==> src/rtl/dbg_bkpt_pkg.sv <==
package dbg_bkpt_pkg;
  typedef enum logic [1:0] {
    OP_NOP      = 2'b00,
    OP_WR_CTRL  = 2'b01,
    OP_WR_MATCH = 2'b10,
    OP_RSVD     = 2'b11
  } cmd_op_e;

  localparam int CB_EN  = 0;
  localparam int CB_FRC = 1;
  localparam int CB_CLK = 2;
  localparam int CB_DBG = 3;

  typedef struct packed {
    logic dv_flg;
    logic wait_flg;
    logic wait_st;
    logic bg_act;
    logic dbg_en;
    logic clk_sel;
    logic frc_sel;
    logic brk_en;
  } ctrl_t;
endpackage

==> src/rtl/dbg_bkpt_regs.sv <==
module dbg_bkpt_regs
  import dbg_bkpt_pkg::*;
#(
  parameter int ADDR_W = 16
) (
  input  logic              clk,
  input  logic              rst_n,
  input  logic              cmd_valid,
  input  logic [1:0]        cmd_op,
  input  logic [ADDR_W-1:0] cmd_data,
  input  logic              st_bg_active,
  input  logic              st_wait,
  input  logic              st_wait_flag,
  input  logic              st_data_valid,
  output ctrl_t             ctrl,
  output logic [ADDR_W-1:0] match
);
  logic wr_ctrl, wr_match;
  assign wr_ctrl  = cmd_valid && (cmd_op == OP_WR_CTRL);
  assign wr_match = cmd_valid && (cmd_op == OP_WR_MATCH);

  always_ff @(posedge clk or negedge rst_n) begin
    if (!rst_n) begin
      ctrl  <= '0;
      match <= '0;
    end else begin
      // status half follows the core, never the command
      ctrl.bg_act   <= st_bg_active;
      ctrl.wait_st  <= st_wait;
      ctrl.wait_flg <= st_wait_flag;
      ctrl.dv_flg   <= st_data_valid;
      if (wr_ctrl) begin
        ctrl.brk_en  <= cmd_data[CB_EN];
        ctrl.frc_sel <= cmd_data[CB_FRC];
        ctrl.clk_sel <= cmd_data[CB_CLK];
        if (!st_bg_active) ctrl.dbg_en <= cmd_data[CB_DBG];
      end
      if (wr_match) match <= cmd_data;
    end
  end

  assert_match_load_R2: assert property (@(posedge clk) disable iff (!rst_n)
    wr_match |=> match == $past(cmd_data));
  assert_dbg_lock_R8: assert property (@(posedge clk) disable iff (!rst_n)
    (wr_ctrl && st_bg_active) |=> $stable(ctrl.dbg_en));
  assert_status_ro_R9: assert property (@(posedge clk) disable iff (!rst_n)
    wr_ctrl |=> ({ctrl.dv_flg, ctrl.wait_flg, ctrl.wait_st, ctrl.bg_act} ==
                 $past({st_data_valid, st_wait_flag, st_wait, st_bg_active})));
endmodule

==> src/rtl/dbg_bkpt_force.sv <==
module dbg_bkpt_force #(
  parameter int ADDR_W = 16
) (
  input  logic              clk,
  input  logic              rst_n,
  input  logic              en,
  input  logic              frc_sel,
  input  logic [ADDR_W-1:0] match,
  input  logic [ADDR_W-1:0] cpu_addr,
  input  logic              cpu_acc,
  input  logic              cpu_bound,
  output logic              addr_hit,
  output logic              frc_evt
);
  logic armed;

  assign addr_hit = (cpu_addr == match);
  assign frc_evt  = armed && cpu_bound;

  always_ff @(posedge clk or negedge rst_n) begin
    if (!rst_n) armed <= 1'b0;
    else        armed <= (armed && !cpu_bound) || (cpu_acc && addr_hit && en && frc_sel);
  end
endmodule

==> src/rtl/dbg_bkpt_tagq.sv <==
module dbg_bkpt_tagq #(
  parameter int QDEPTH = 4
) (
  input  logic clk,
  input  logic rst_n,
  input  logic fetch,
  input  logic tag_in,
  input  logic pop,
  input  logic flush,
  output logic tag_evt
);
  localparam int CNT_W = $clog2(QDEPTH + 1);

  logic [QDEPTH-1:0] tag_r, tag_nxt, shifted;
  logic [CNT_W-1:0]  cnt;
  logic              pop_eff, full, push_ok;
  logic [CNT_W-1:0]  wr_idx;

  assign pop_eff = pop && (cnt != '0);
  assign full    = (cnt == CNT_W'(QDEPTH));
  assign push_ok = fetch && (!full || pop_eff);
  assign wr_idx  = cnt - CNT_W'(pop_eff);
  assign tag_evt = pop_eff && tag_r[0] && !flush;

  for (genvar i = 0; i < QDEPTH; i++) begin : g_slot
    if (i == QDEPTH - 1) begin : g_top
      assign shifted[i] = 1'b0;
    end else begin : g_mid
      assign shifted[i] = tag_r[i+1];
    end
  end

  always_comb begin
    tag_nxt = pop_eff ? shifted : tag_r;
    for (int i = 0; i < QDEPTH; i++)
      if (push_ok && wr_idx == CNT_W'(i)) tag_nxt[i] = tag_in;
    if (flush) tag_nxt = '0;
  end

  always_ff @(posedge clk or negedge rst_n) begin
    if (!rst_n) begin
      tag_r <= '0;
      cnt   <= '0;
    end else begin
      tag_r <= tag_nxt;
      if (flush) cnt <= '0;
      else       cnt <= cnt + CNT_W'(push_ok) - CNT_W'(pop_eff);
    end
  end

  assert_flush_clear_R6: assert property (@(posedge clk) disable iff (!rst_n)
    flush |=> (cnt == '0));
  assert_no_overflow_R5: assert property (@(posedge clk) disable iff (!rst_n)
    !(fetch && full && !pop_eff));
endmodule

==> src/rtl/dbg_bkpt_unit.sv <==
module dbg_bkpt_unit
  import dbg_bkpt_pkg::*;
#(
  parameter int ADDR_W = 16,
  parameter int QDEPTH = 4
) (
  input  logic              clk,
  input  logic              rst_n,
  input  logic              cmd_valid,
  output logic              cmd_ready,
  input  logic [1:0]        cmd_op,
  input  logic [ADDR_W-1:0] cmd_data,
  input  logic              st_bg_active,
  input  logic              st_wait,
  input  logic              st_wait_flag,
  input  logic              st_data_valid,
  input  logic [ADDR_W-1:0] cpu_addr,
  input  logic              cpu_acc,
  input  logic              cpu_fetch,
  input  logic              cpu_bound,
  input  logic              q_pop,
  input  logic              q_flush,
  output logic              brk_req,
  output logic              brk_tagged,
  output logic [7:0]        ctrl_q,
  output logic [ADDR_W-1:0] match_q
);
  ctrl_t             ctrl;
  logic [ADDR_W-1:0] match;
  logic              addr_hit, frc_evt, tag_evt, raw;

  assign cmd_ready = 1'b1;
  assign ctrl_q    = ctrl;
  assign match_q   = match;

  dbg_bkpt_regs #(.ADDR_W(ADDR_W)) u_regs (
    .clk, .rst_n, .cmd_valid, .cmd_op, .cmd_data,
    .st_bg_active, .st_wait, .st_wait_flag, .st_data_valid,
    .ctrl, .match
  );

  dbg_bkpt_force #(.ADDR_W(ADDR_W)) u_force (
    .clk, .rst_n, .en(ctrl.brk_en), .frc_sel(ctrl.frc_sel), .match,
    .cpu_addr, .cpu_acc, .cpu_bound, .addr_hit, .frc_evt
  );

  dbg_bkpt_tagq #(.QDEPTH(QDEPTH)) u_tagq (
    .clk, .rst_n, .fetch(cpu_fetch),
    .tag_in(addr_hit && ctrl.brk_en && !ctrl.frc_sel),
    .pop(q_pop), .flush(q_flush), .tag_evt
  );

  assign raw = (frc_evt || tag_evt) && ctrl.brk_en && !brk_req;

  always_ff @(posedge clk or negedge rst_n) begin
    if (!rst_n) begin
      brk_req    <= 1'b0;
      brk_tagged <= 1'b0;
    end else begin
      brk_req    <= raw;
      brk_tagged <= raw && !frc_evt;
    end
  end

  assert_en_gate_R7: assert property (@(posedge clk) disable iff (!rst_n)
    brk_req |-> $past(ctrl.brk_en));
  assert_single_pulse_R11: assert property (@(posedge clk) disable iff (!rst_n)
    brk_req |=> !brk_req);
endmodule

==> config.mk <==
export PLATFORM = sky130hd
export DESIGN_NAME = dbg_bkpt_unit
export DESIGN_NICKNAME = d
export VERILOG_FILES = /design/src/rtl/dbg_bkpt_pkg.sv /design/src/rtl/dbg_bkpt_regs.sv /design/src/rtl/dbg_bkpt_force.sv /design/src/rtl/dbg_bkpt_tagq.sv /design/src/rtl/dbg_bkpt_unit.sv
export SDC_FILE = /design/constraint.sdc
export NUM_CORES = 1
export LEC_CHECK = 0
export BUFFER_PORTS_ARGS = -buffer_cell sky130_fd_sc_hd__buf_2
export CORE_UTILIZATION = 45
export CTS_BUF_LIST = sky130_fd_sc_hd__clkbuf_16
export DETAILED_ROUTE_END_ITERATION = 8
export MAX_ROUTING_LAYER = met4
export PLACE_DENSITY = 0.76
export REMOVE_ABC_BUFFERS = 1
export SETUP_SLACK_MARGIN = 0.2
export SYNTH_ARGS = -nofsm -noshare
export SYNTH_HDL_FRONTEND = slang
export SYNTH_HIERARCHICAL = 1
export SYNTH_SLANG_ARGS = --single-unit
==> constraint.sdc <==
create_clock -name clk -period 2.65 [get_ports clk]
set_input_delay 0.265 -clock clk [delete_from_list [all_inputs] [get_ports clk]]
set_output_delay 0.265 -clock clk [all_outputs]
set_load 0.005 [all_outputs]
==> summary.md, run 1 <==
| Metric | Value |
|---|---|
| Row cnt | 22 |
| Startpoint types | register |
| Status | finished clean |
| Slew @ Worst Pin | 755 ps |
| Post-synthesis sequential area ratio | 48.7% |
| Routed wire length | 3430 um |
| GRT overflow | 0 |
| Hold/Removal Path Class | input port to async pin |
| Share of cells above drive strength 1 | about half |
| Sequential standard cell area | 851 um^2 |
| Setup tns final | 0 ps |
| Gpl congestion | about 0.74 |
| Synth warnings | 6 |
| CORE AREA | roughly 0.0037 mm^2 |
| # IOs | between 70 and 80 |
| Fin crit share | ~85% |
| Filler cells | 305 |
| Placed cell area | 0.00215 mm^2 |
| # H-tree levels | 2 |
| Logic pwr share | 24.5% |
| Post-layout min period | ~2200 ps |
| Final Hold Fails | 0 |
| Clock Skew | 4.83 ps |
| Worst path cell trace | o31ai_4, inv_1, ha_1, inv_1, ha_1, inv_1, fa_1, xor2_1, and2_1, nor3_1 |
| # diodes | 0 |
| Most frequent CP cell | inv_1 |
| Reg clk slew, reported paths | 60 ps |
| Commonest non-fill, non-tap cells in the layout | buf_2, dfrtp_1, xnor2_1 |
| VDD IR max | 525 uV |
| Netlist cell types | 28 |
| Fin area | ~0.0023 mm^2 |
| Synthesized area per cell | 13.3 um^2 |
| RR Endpoint | u_tagq/cnt[2]$_DFF_PN0_ |
| Max incr delay on CP | 480 ps |
| Synthesized area | 0.00175 mm^2 |
| Crit path capture type | register |
| Post-detailed-placement half-perimeter wirelength | about 2500 um |
| Area Growth Syn to Fin | 34.2% |
| Final net count | 259 |
| CP max stage cell | dfrtp_1 |
| Die area | 0.00414 mm^2 |
| Setup CP Type | register to register |
| Setup Fix Bufs, Post-CTS | 0 |
| DRT Pass-1 Iters | 4 |
| CTS sink cnt | 34 |
| CP arrival | 2440 ps |
| CTS Buf Count | 5 |
| Reg2Reg Setup Slack | 400 ps |
| Post-route ant nets | 0 |
| Vias | about 1300 |
| Root Driver | clkbuf_16 |
| First-pass GRT wire length | 5500 um |
| Reg-to-Reg Start | u_tagq/cnt[1]$_DFF_PN0_ |
| Sequential Power Share | 36.0% |
| PwrDens | 815 mW/mm^2 |
| Internal Pwr Total | 0.00140 W |
| Worst-path fanout max | 6 |
| Clock power share | 39.6% |
| Fmax | 0.445 GHz |
| Lkg Pwr | 1.21 nW |
| CTS tree | done |
| Number of global-route vias before repair | around 1200 |
| Unrepaired setup endpoints after global routing | no |
| Number of hold buffers added after CTS | 0 |
| CTS Buffer Depth | 2 |
| WL/cell | 13.4 um |
| Die X | 64.3 um |
| DR iter-0 viols | 22 |
| Syn Inst Count | 131 |
| Vias per inst | 4.93 |
| Worst Path Required | around 2800 ps |
| Largest net degree at the start of global routing | 35 |
| Cells on worst reg2reg path | 10 |
| Initial antenna violation count | 0 |
| DRC | 0 |
| Initial core utilization | 47.4% |
| Buffers added on ports | 71 |
| Switching Share | 26.7% |
| Sw power | 0.000511 W |
| Most common cell after layout, fill and taps aside | buf_2 |
| Clk_lat worst skew | 280 ps |
| Die boundary height | 64.3 um |
| Multi-input logic area | 852 um^2 |
| Gr usage total | 18.4% |
| Post-cts gate resize count | 0 |
| Worst relative slew slack | 49.7% |
| MaxCap Viol Count | 0 |
| Yosys reg bits | 34 |
| Final setup fails | 0 |
| Final slew viol count | 0 |
## layer usage
layer / GRT usage [%] / share of wire, % / up-vias
met4: 5.00 / 1.1 / 0
met1: 22.8 / 46 / 609
met2: 29.3 / 48 / 44
li1: - / - / 610
met5: - / 0 / -
met3: 5.36 / 5.2 / 5
## stage by stage
step | std cells | utilization (%) | hold slack (ps) | setup WS [ps] | total power, W
after floorplan | 129 | - | -30.6 | 363 | 0.000980
after global placement | 249 | 58.3 | 368 | 462 | 0.00114
after detailed placement | 249 | 58.3 | 373 | 408 | 0.00116
after CTS | 257 | 63.6 | 76.2 | 388 | 0.00193
after global routing | 257 | 63.6 | 85.5 | 262 | 0.00201
final | 257 | 63.6 | 56.9 | 401 | 0.00191
## cells in the mapped netlist
cell type  number  area share (%)
a41o_1          1            0.57
and2_1          2            0.72
and4bb_1        2             1.4
buf_4           1            0.43
buf_6           1            0.64
conb_1          1            0.21
dfrtp_1        34              49
fa_1            1             1.1
ha_1            4             2.9
inv_1           7             1.5
mux2_2         10             6.4
mux2_4         10             8.6
mux2i_1         7             4.0
nand2_1         4            0.86
nand2b_1        1            0.36
nand3b_1        1            0.43
nand3b_4        1             1.1
nand4_1         4             1.4
nor2_1          5             1.1
nor2b_1         7             2.5
nor3_1          2            0.57
nor3b_2         1            0.72
nor4_2          1            0.72
o2111ai_1       4             2.0
o311a_4         1             1.2
o31ai_4         1             1.2
xnor2_1        16             8.0
xor2_1          1            0.50
## kinds of logic after synthesis
group / synth area share, %
muxes: 19.0
xor gates and xnor gates: 8.52
DFF: 48.7
other: 0.215
and+or+nand+nor: 12.0
AOI/OAI and AO/OA: 5.01
adders and majority gates: 4.01
buffers and inverters: 2.58
## state kept, by name, indices dropped and copies added, names as in the netlist
register       count
brk_req            1
brk_tagged         1
u_force/armed      1
u_regs/ctrl        8
u_regs/match      16
u_tagq/cnt         3
u_tagq/tag_r       4
## worst max-delay path, delay by kind of cell (launching register included)
| kind | cells | cell delay, ps |
|---|---|---|
| flops | 1 | 480 |
| buf+inv | 3 | 200 |
| simple gates | 2 | 280 |
| compound gates | 1 | 260 |
| xor+xnor | 1 | 160 |
| fa+ha+maj | 3 | 790 |
## final cells by class
type | instances | share of cell area [%]
multi-input cells | 88 | 36.3
flip-flops and latches | 34 | 36.3
repair buffers | 72 | 15.5
clock buffers | 5 | 5.33
clock inverters | 3 | 2.93
well taps | 48 | 2.56
inverters | 7 | 1.12
## power by group through the flow
stage               Sequential, W  Combinational, W  Clock [W]
detailed placement       0.000694          0.000464          0
global route             0.000698          0.000520   0.000794
global placement         0.000691          0.000453          0
CTS                      0.000687          0.000469   0.000772
finish                   0.000687          0.000467   0.000756
floorplan                0.000690          0.000291          0
## how the worst max path moves through the flow
stage / depth (start not counted) / slack, ps / startpoint / endpoint
after CTS: 10 / 390 / u_tagq/cnt[1]$_DFF_PN0_ / u_tagq/cnt[2]$_DFF_PN0_
final: 10 / 400 / u_tagq/cnt[1]$_DFF_PN0_ / u_tagq/cnt[2]$_DFF_PN0_
after global placement: 10 / 460 / u_tagq/cnt[1]$_DFF_PN0_ / u_tagq/cnt[2]$_DFF_PN0_
after detailed placement: 10 / 410 / u_tagq/cnt[1]$_DFF_PN0_ / u_tagq/cnt[2]$_DFF_PN0_
after floorplan: 10 / 360 / u_tagq/cnt[1]$_DFF_PN0_ / u_tagq/cnt[2]$_DFF_PN0_
after global routing: 10 / 260 / u_tagq/cnt[2]$_DFF_PN0_ / u_tagq/cnt[2]$_DFF_PN0_
(Power assumes the default switching activity.)
==> run 2, diff against run 1 <==
--- a/config.mk
+++ b/config.mk
@@ -5,12 +5,13 @@
 export SDC_FILE = /design/constraint.sdc
 export NUM_CORES = 1
 export LEC_CHECK = 0
+export ABC_AREA = 1
 export BUFFER_PORTS_ARGS = -buffer_cell sky130_fd_sc_hd__buf_2
 export CORE_UTILIZATION = 45
 export CTS_BUF_LIST = sky130_fd_sc_hd__clkbuf_16
 export DETAILED_ROUTE_END_ITERATION = 8
 export MAX_ROUTING_LAYER = met4
-export PLACE_DENSITY = 0.76
+export PLACE_DENSITY = 0.77
 export REMOVE_ABC_BUFFERS = 1
 export SETUP_SLACK_MARGIN = 0.2
 export SYNTH_ARGS = -nofsm -noshare
==> constraint.sdc (replaced) <==
create_clock -name clk -period 1.8 [get_ports clk]
set_input_delay 0.18 -clock clk [delete_from_list [all_inputs] [get_ports clk]]
set_output_delay 0.18 -clock clk [all_outputs]
set_load 0.005 [all_outputs]
==> run 2 against run 1 <==
The flow now finishes with violations (negative hold slack, negative setup slack). Flip-flop and latch count is the same. Final cell count up 60%. Count of clock-buffer cells in the layout stayed put. Worst setup slack lost 490 ps. Non-clock buffer count grew 13. Worst hold slack worse by 72 ps. Power up 74%. Via count is 46% higher. Register-to-register slack got worse by 490 ps.
==> summary.md, run 2 <==
| Metric | Value |
|---|---|
| Clk_lat worst skew | 270 ps (about the same) |
| Post-layout min period | 1890 ps (-363 ps) |
| # H-tree levels | 2 (unchanged) |
| CTS Buf Count | 5 (unchanged) |
| Finished Core Util | 65.8% (+2.2 points) |
| Most frequent cell after synthesis | nand2_1 |
| Gr usage total | 22.1% (+3.6 points) |
| Routed wire length | 4260 um (+24%) |
| Cell Count Post-Placement | 398 (+60%) |
| Worst Setup SP | u_tagq/cnt[2]$_DFF_PN0_ |
| Hold/Removal Path Class | input port to async pin |
| Vias | 1848 (+46%) |
| Max incr delay on CP | 410 ps (-70 ps) |
| Non-Filler Instances | 411 (+60%) |
| CTS sink cnt | 34 (unchanged) |
| Fmax | 0.530 GHz (+19%) |
| Post-synthesis sequential area ratio | 42.7% (-6.0 points) |
| Final WS setup | -86.4 ps (-487 ps) |
| Die X | 68.6 um (+6.6%) |
| CORE AREA | 0.00412 mm^2 (+12%) |
| Post-synth EDFFs | 0 (unchanged) |
| Status | finished, violations left |
| Crit-path leading delay family | simple AND/OR/NAND/NOR gates |
| Clock Skew | 1.92 ps (-2.90 ps) |
| Worst relative slew slack | 48.9% (-0.74 points) |
| Number of global-route vias before repair | 1833 (+48%) |
| Worst path cell trace | nor2_2, nand2_2, nand2_2, inv_2, buf_6, ha_4, ha_4, nor2_4, nand3_1, buf_4, o21ai_1, nand2_1, inv_1 |
| # IOs | 73 (unchanged) |
| Worst-path fanout max | 4 (-2) |
| CTS Buffer Depth | 2 (unchanged) |
| PwrDens | 1230 mW/mm^2 (+51%) |
| Post-route ant nets | 0 (unchanged) |
| Netlist cell types | 24 (-14%) |
| Post-synth top area share | 42.7% (-6.0 points) |
| Max reg flops | 16 (unchanged) |
| Lkg Pwr | 1.62 nW (+34%) |
| Die area | 0.00470 mm^2 (+14%) |
| Synthesized area per cell | 7.31 um^2 (-45%) |
| Synth warnings | 6 (unchanged) |
| Slew @ Worst Pin | 766 ps (+11.0 ps) |
| WL/cell | 10.4 um (-22%) |
| First-pass GRT wire length | 7410 um (+35%) |
| Syn Inst Count | 273 (+110%) |
| Worst hold slack | -15.0 ps (-71.9 ps) |
| Yosys reg bits | 34 (unchanged) |
| VDD IR max | 637 uV (+21%) |
| CTS tree | done |
| GRT overflow | 0 (unchanged) |
| Largest registers | u_regs/match (16), u_regs/ctrl (8), u_tagq/tag_r (4) |
| Initial core utilization | 48.5% (+1.1 points) |
| Die boundary height | 68.6 um (+6.6%) |
| Most flops, register | u_regs/match |
| Post-synth top cells | nand2_1, inv_1, nor2_1 |
| Total chip power | 0.00332 W (+74%) |
| DRT Pass-1 Iters | 4 (unchanged) |
| Setup CP Type | register to register |
| Gpl congestion | 0.802 (+8.6%) |
| CP Buf/Inv Count | 4 (+1) |
| Reg-to-Reg Start | u_tagq/cnt[2]$_DFF_PN0_ |
| Largest net degree at the start of global routing | 35 (unchanged) |
| Final net count | 412 (+59%) |
| Crit path capture type | register |
| Area Growth Syn to Fin | 35.8% |
| Share of cells above drive strength 1 | 37.1% (-13 points) |
| Row cnt | 23 (+4.5%) |
| Root Driver | clkbuf_16 |
| Number of hold buffers added after CTS | 0 (unchanged) |
| Vias per inst | 4.50 (-8.9%) |
| Ys async rst share | 100% (unchanged) |
| CP max stage cell | dfrtp_1 |
| Reg clk slew, reported paths | 50 ps (about the same) |
| Worst Path Required | 2010 ps (-830 ps) |
| DR iter-0 viols | 70 (+220%) |
| Failing checks | negative hold slack, negative setup slack |
| Fin crit share | 105% (+20 points) |
| Startpoint types | register |
| Final slew viol count | 0 (unchanged) |
| Unrepaired setup endpoints after global routing | yes |
| Initial antenna violation count | 0 (unchanged) |
| Commonest non-fill, non-tap cells in the layout | nand2_1, buf_2, inv_1 |
| DRC | 0 (unchanged) |
| CP arrival | 2090 ps (-350 ps) |
| Buffers added on ports | 71 (unchanged) |
| Top_reg_cell synth | dfrtp_1 |
| Most common cell after layout, fill and taps aside | nand2_1 |
| Setup tns final | -212 ps (-212 ps) |
| Filler cells | 376 (+23%) |
| # diodes | 0 (unchanged) |
| Final Hold Fails | 34 (+34) |
| MaxCap Viol Count | 0 (unchanged) |
| Top cell type by total area after synthesis | dfrtp_1 |
| Post-detailed-placement half-perimeter wirelength | 3070 um (+22%) |
| Final setup fails | 6 (+6) |
| Top post-synthesis cells by area | dfrtp_1, nand2_1, inv_1 |
| Synthesized area | 0.00199 mm^2 (+14%) |
## run 2: cell count changes after synthesis, sizes merged, moves of 16 or more
cell	change
o21ai	+23
nor2	+39
inv	+52
nand2	+83
xnor2	-16
mux2	-20
## run 2: worst paths after layout
path / to / slack (ps) / depth (start not counted)
worst max-delay path: u_tagq/tag_r[3]$_DFFE_PN0P_ / -90 / 13
worst min-delay path: u_regs/match[9]$_DFFE_PN0P_ / -20 / 1
worst max register to register: u_tagq/tag_r[3]$_DFFE_PN0P_ / -90 / 13
worst min register to register: u_regs/ctrl[3]$_DFFE_PN0P_ / 470 / 2
max in group asynchronous: brk_req$_DFF_PN0_ / 1330 / 1
min in group clk: u_regs/ctrl[7]$_DFF_PN0_ / 20 / 1
## run 2: per-stage QoR
stage | worst slack [ps] | cell area [um^2]
finish | -86.4 | 2710
global route | -191 | 2710
floorplan | -146 | 1950
global placement | -74.7 | 2430
CTS | -78.9 | 2660
detailed placement | -148 | 2430
## run 2: area by class of cell
type	instances	area, um^2	share of cell area [%]
Clock inverter	2	7.51	0.277
Tap cell	50	62.6	2.31
Timing Repair Buffer	85	468	17.3
Sequential cell	34	851	31.4
Multi-Input combinational cell	176	970	35.8
Clock buffer	5	125	4.62
Inverter	59	224	8.27
## run 2: kinds of logic after synthesis
group           share of synthesized area (%)
buf+inv                                  13.2
xor+xnor                                0.878
simple gates                             30.8
flops                                    42.7
other cells                             0.188
compound gates                           8.78
fa+ha+maj                                3.51
## run 2: routing by layer
layer  vias to the layer above  wire [um]  part of all wire [%]  GRT usage (%)
met5                         -          0                     0              -
met4                         0         38                  0.89           7.55
met3                         2        151                   3.5           3.62
met2                        42       2300                    54           40.1
met1                       821       1780                    42           24.3
li1                        983          -                     -              -
## run 2: what timing repair did
action	in CTS	in global routing
gates resized for setup	16	9
endpoints found under the setup margin	6	6
endpoints found under the hold margin	0	0
pin swaps	18	7
buffers inserted	4	2
## run 2: where the power goes
group,switching [W],internal [W]
sequential,0.000106,0.000915
combinational,0.000797,0.000741
clock,0.000273,0.000493
total,0.00118,0.00215
==> run 3, diff against run 2 <==
--- a/config.mk
+++ b/config.mk
@@ -11,7 +11,7 @@
 export CTS_BUF_LIST = sky130_fd_sc_hd__clkbuf_16
 export DETAILED_ROUTE_END_ITERATION = 8
 export MAX_ROUTING_LAYER = met4
-export PLACE_DENSITY = 0.77
+export PLACE_DENSITY = 0.74
 export REMOVE_ABC_BUFFERS = 1
 export SETUP_SLACK_MARGIN = 0.2
 export SYNTH_ARGS = -nofsm -noshare
==> constraint.sdc (replaced) <==
create_clock -name clk -period 2.2 [get_ports clk]
set_input_delay 0.22 -clock clk [delete_from_list [all_inputs] [get_ports clk]]
set_output_delay 0.22 -clock clk [all_outputs]
set_load 0.005 [all_outputs]
==> run 3 against run 2 <==
The run now ends clean. Die area did not move. Via count fell by 2.8%. Sequential power fell by 18%. Combinational power fell by 41%. Clock skew rose by 1.9 ps. Clock power fell by 17%. Power fell by 29%. Sequential share of layout area rose by 1.7 points. Global-route usage fell by 2.6 points. Final area fell by 5.2%. Worst hold slack improved by 28 ps.
==> summary.md, run 3 (synthesis results as in run 2) <==
| Metric | Value |
|---|---|
| Reg clk slew, reported paths | 50 ps (about the same) |
| Max reg flops | 16 (unchanged) |
| Status | finished clean |
| Lkg Pwr | 1.58 nW (-2.1%) |
| DRC | 0 (unchanged) |
| Buffers added on ports | 71 (unchanged) |
| Sw power | 0.000820 W (-30%) |
| Sequential Power Share | 35.2% (+4.5 points) |
| Final net count | 404 (-1.9%) |
| Clk_lat worst skew | 270 ps (about the same) |
| Gpl congestion | 0.803 (+0.20%) |
| Crit path capture type | register |
| Clock Skew | 3.79 ps (+1.87 ps) |
| Area Growth Syn to Fin | 28.7% |
| Fin crit share | 86.5% (-18 points) |
| Number of hold buffers added after CTS | 0 (unchanged) |
| Largest net degree at the start of global routing | 35 (unchanged) |
| First-pass GRT wire length | 6420 um (-13%) |
| DRT Pass-1 Iters | 4 (unchanged) |
| CTS sink cnt | 34 (unchanged) |
| Internal Pwr Total | 0.00156 W (-28%) |
| Post-detailed-placement half-perimeter wirelength | 2930 um (-4.5%) |
| Final setup fails | 0 (-6) |
| VDD IR max | 675 uV (+5.9%) |
| PwrDens | 926 mW/mm^2 (-25%) |
| Root Driver | clkbuf_16 |
| Multi-input logic area | 891 um^2 (-8.1%) |
| Sequential standard cell area | 851 um^2 (unchanged) |
| Reg2Reg Setup Slack | 300 ps (+380 ps) |
| Placed cell area | 0.00238 mm^2 (-2.2%) |
| Worst relative slew slack | 50.6% (+1.7 points) |
| Post-layout min period | 1900 ps (+17.1 ps) |
| Most flops, register | u_regs/match |
| Die X | 68.6 um (unchanged) |
| Worst-path fanout max | 3 (-1) |
| Row cnt | 23 (unchanged) |
| CTS Buffer Depth | 2 (unchanged) |
| Total chip power | 0.00238 W (-29%) |
| Fin area | 0.00257 mm^2 (-5.2%) |
| Fmax | 0.525 GHz (-0.90%) |
| WL/cell | 9.49 um (-8.5%) |
| Max incr delay on CP | 510 ps (+100 ps) |
| Worst path cell trace | buf_4, inv_4, nor2_4, nand2_2, nand2_4, ha_1, inv_1, ha_1, inv_1, fa_2, nor2_1 |
| CTS tree | done |
| Die area | 0.00470 mm^2 (unchanged) |
| GRT overflow | 0 (unchanged) |
| Gr usage total | 19.4% (-2.6 points) |
| Initial core utilization | 48.5% (unchanged) |
| # H-tree levels | 2 (unchanged) |
| MaxCap Viol Count | 0 (unchanged) |
| CP arrival | 2070 ps (-20 ps) |
| Post-route ant nets | 0 (unchanged) |
| Most common cell after layout, fill and taps aside | nand2_1 |
| Filler cells | 368 (-2.1%) |
| # diodes | 0 (unchanged) |
| Share of cells above drive strength 1 | 31.4% (-5.8 points) |
| DR iter-0 viols | 141 (+100%) |
| CTS Buf Count | 5 (unchanged) |
| Vias per inst | 4.45 (-1.1%) |
| Commonest non-fill, non-tap cells in the layout | nand2_1, buf_2, inv_1 |
| Slew @ Worst Pin | 741 ps (-25.2 ps) |
| Unrepaired setup endpoints after global routing | no |
| Number of global-route vias before repair | 1650 (-10%) |
| Setup CP Type | register to register |
| Initial antenna violation count | 0 (unchanged) |
| Hold/Removal Path Class | input port to async pin |
| Routed wire length | 3830 um (-10%) |
| Final Hold Fails | 0 (-100%) |
| Largest registers | u_regs/match (16), u_regs/ctrl (8), u_tagq/tag_r (4) |
| Final slew viol count | 0 (unchanged) |
| Vias | 1797 (-2.8%) |
| Switching Share | 34.5% (-0.87 points) |
| Logic pwr share | 38.1% (-8.2 points) |
| Clock power share | 26.7% (+3.7 points) |
| CORE AREA | 0.00412 mm^2 (unchanged) |
| CP max stage cell | fa_2 |
| Startpoint types | register |
| Worst Path Required | 2360 ps (+350 ps) |
| Die boundary height | 68.6 um (unchanged) |
| # IOs | 73 (unchanged) |
| Setup tns final | 0 ps (+212 ps) |
## run 3: changes by cell type in the layout (fill, tap and decap cells not counted), sizes merged
| cell | before | now |
|---|---|---|
| buf | 85 | 77 |
| inv | 61 | 60 |
| clkinv | 0 | 2 |
## run 3: through the flow
step	util, %	std cells	setup slack (ps)	hold WS [ps]
2_1_floorplan	-	269	254	-75.6
3_3_place_gp	57.8	391	213	328
3_5_place_dp	57.8	391	183	331
4_1_cts	61.6	401	230	46.3
5_1_grt	62.4	404	202	42.9
6_report	62.4	404	297	12.8
## run 3: routing by layer
layer / vias to the layer above / share of wire, % / track usage, %
met5: - / 0 / -
li1: 961 / - / -
met2: 44 / 51 / 34.3
met1: 790 / 44 / 20.6
met3: 2 / 4.0 / 4.44
met4: 0 / 1.1 / 8.59
## run 3: final timing paths
path	start	to	cells past startpoint
min in group clk	st_data_valid	u_regs/ctrl[7]$_DFF_PN0_	1
worst min register to register	u_force/armed$_DFF_PN0_	u_force/armed$_DFF_PN0_	2
worst min-delay path	rst_n	u_regs/match[9]$_DFFE_PN0P_	1
worst max register to register	u_tagq/cnt[2]$_DFF_PN0_	u_tagq/cnt[1]$_DFF_PN0_	11
worst max-delay path	u_tagq/cnt[2]$_DFF_PN0_	u_tagq/cnt[1]$_DFF_PN0_	11
max in group asynchronous	rst_n	u_regs/match[10]$_DFFE_PN0P_	1
## run 3: cell type report
type | count | share of cell area [%]
clock buffer | 5 | 4.88
clock inverter | 3 | 0.488
inverter | 59 | 8.73
multi-input combinational | 176 | 34.7
sequential | 34 | 33.2
tap | 50 | 2.44
timing repair buffer | 77 | 15.6
## run 3: critical path, delay by kind of cell, from the launching register on
family	cells	cell delay (ps)
DFF	1	390
and+or+nand+nor	4	210
buffers and inverters	4	320
adders and majority gates	3	900
## run 3: power groups by stage
stage | logic [W] | registers [W] | clock network (W)
2_1_floorplan | 0.000581 | 0.000847 | 0
3_3_place_gp | 0.000805 | 0.000837 | 0
3_5_place_dp | 0.000824 | 0.000848 | 0
4_1_cts | 0.000874 | 0.000834 | 0.000655
5_1_grt | 0.00106 | 0.000853 | 0.000686
6_report | 0.000906 | 0.000835 | 0.000635
## run 3: timing repair
action / in CTS / in global routing
endpoints found under the setup margin: 1 / 4
pin swaps: 1 / 4
setup buffers: 2 / 3
resized for setup: 1 / 3
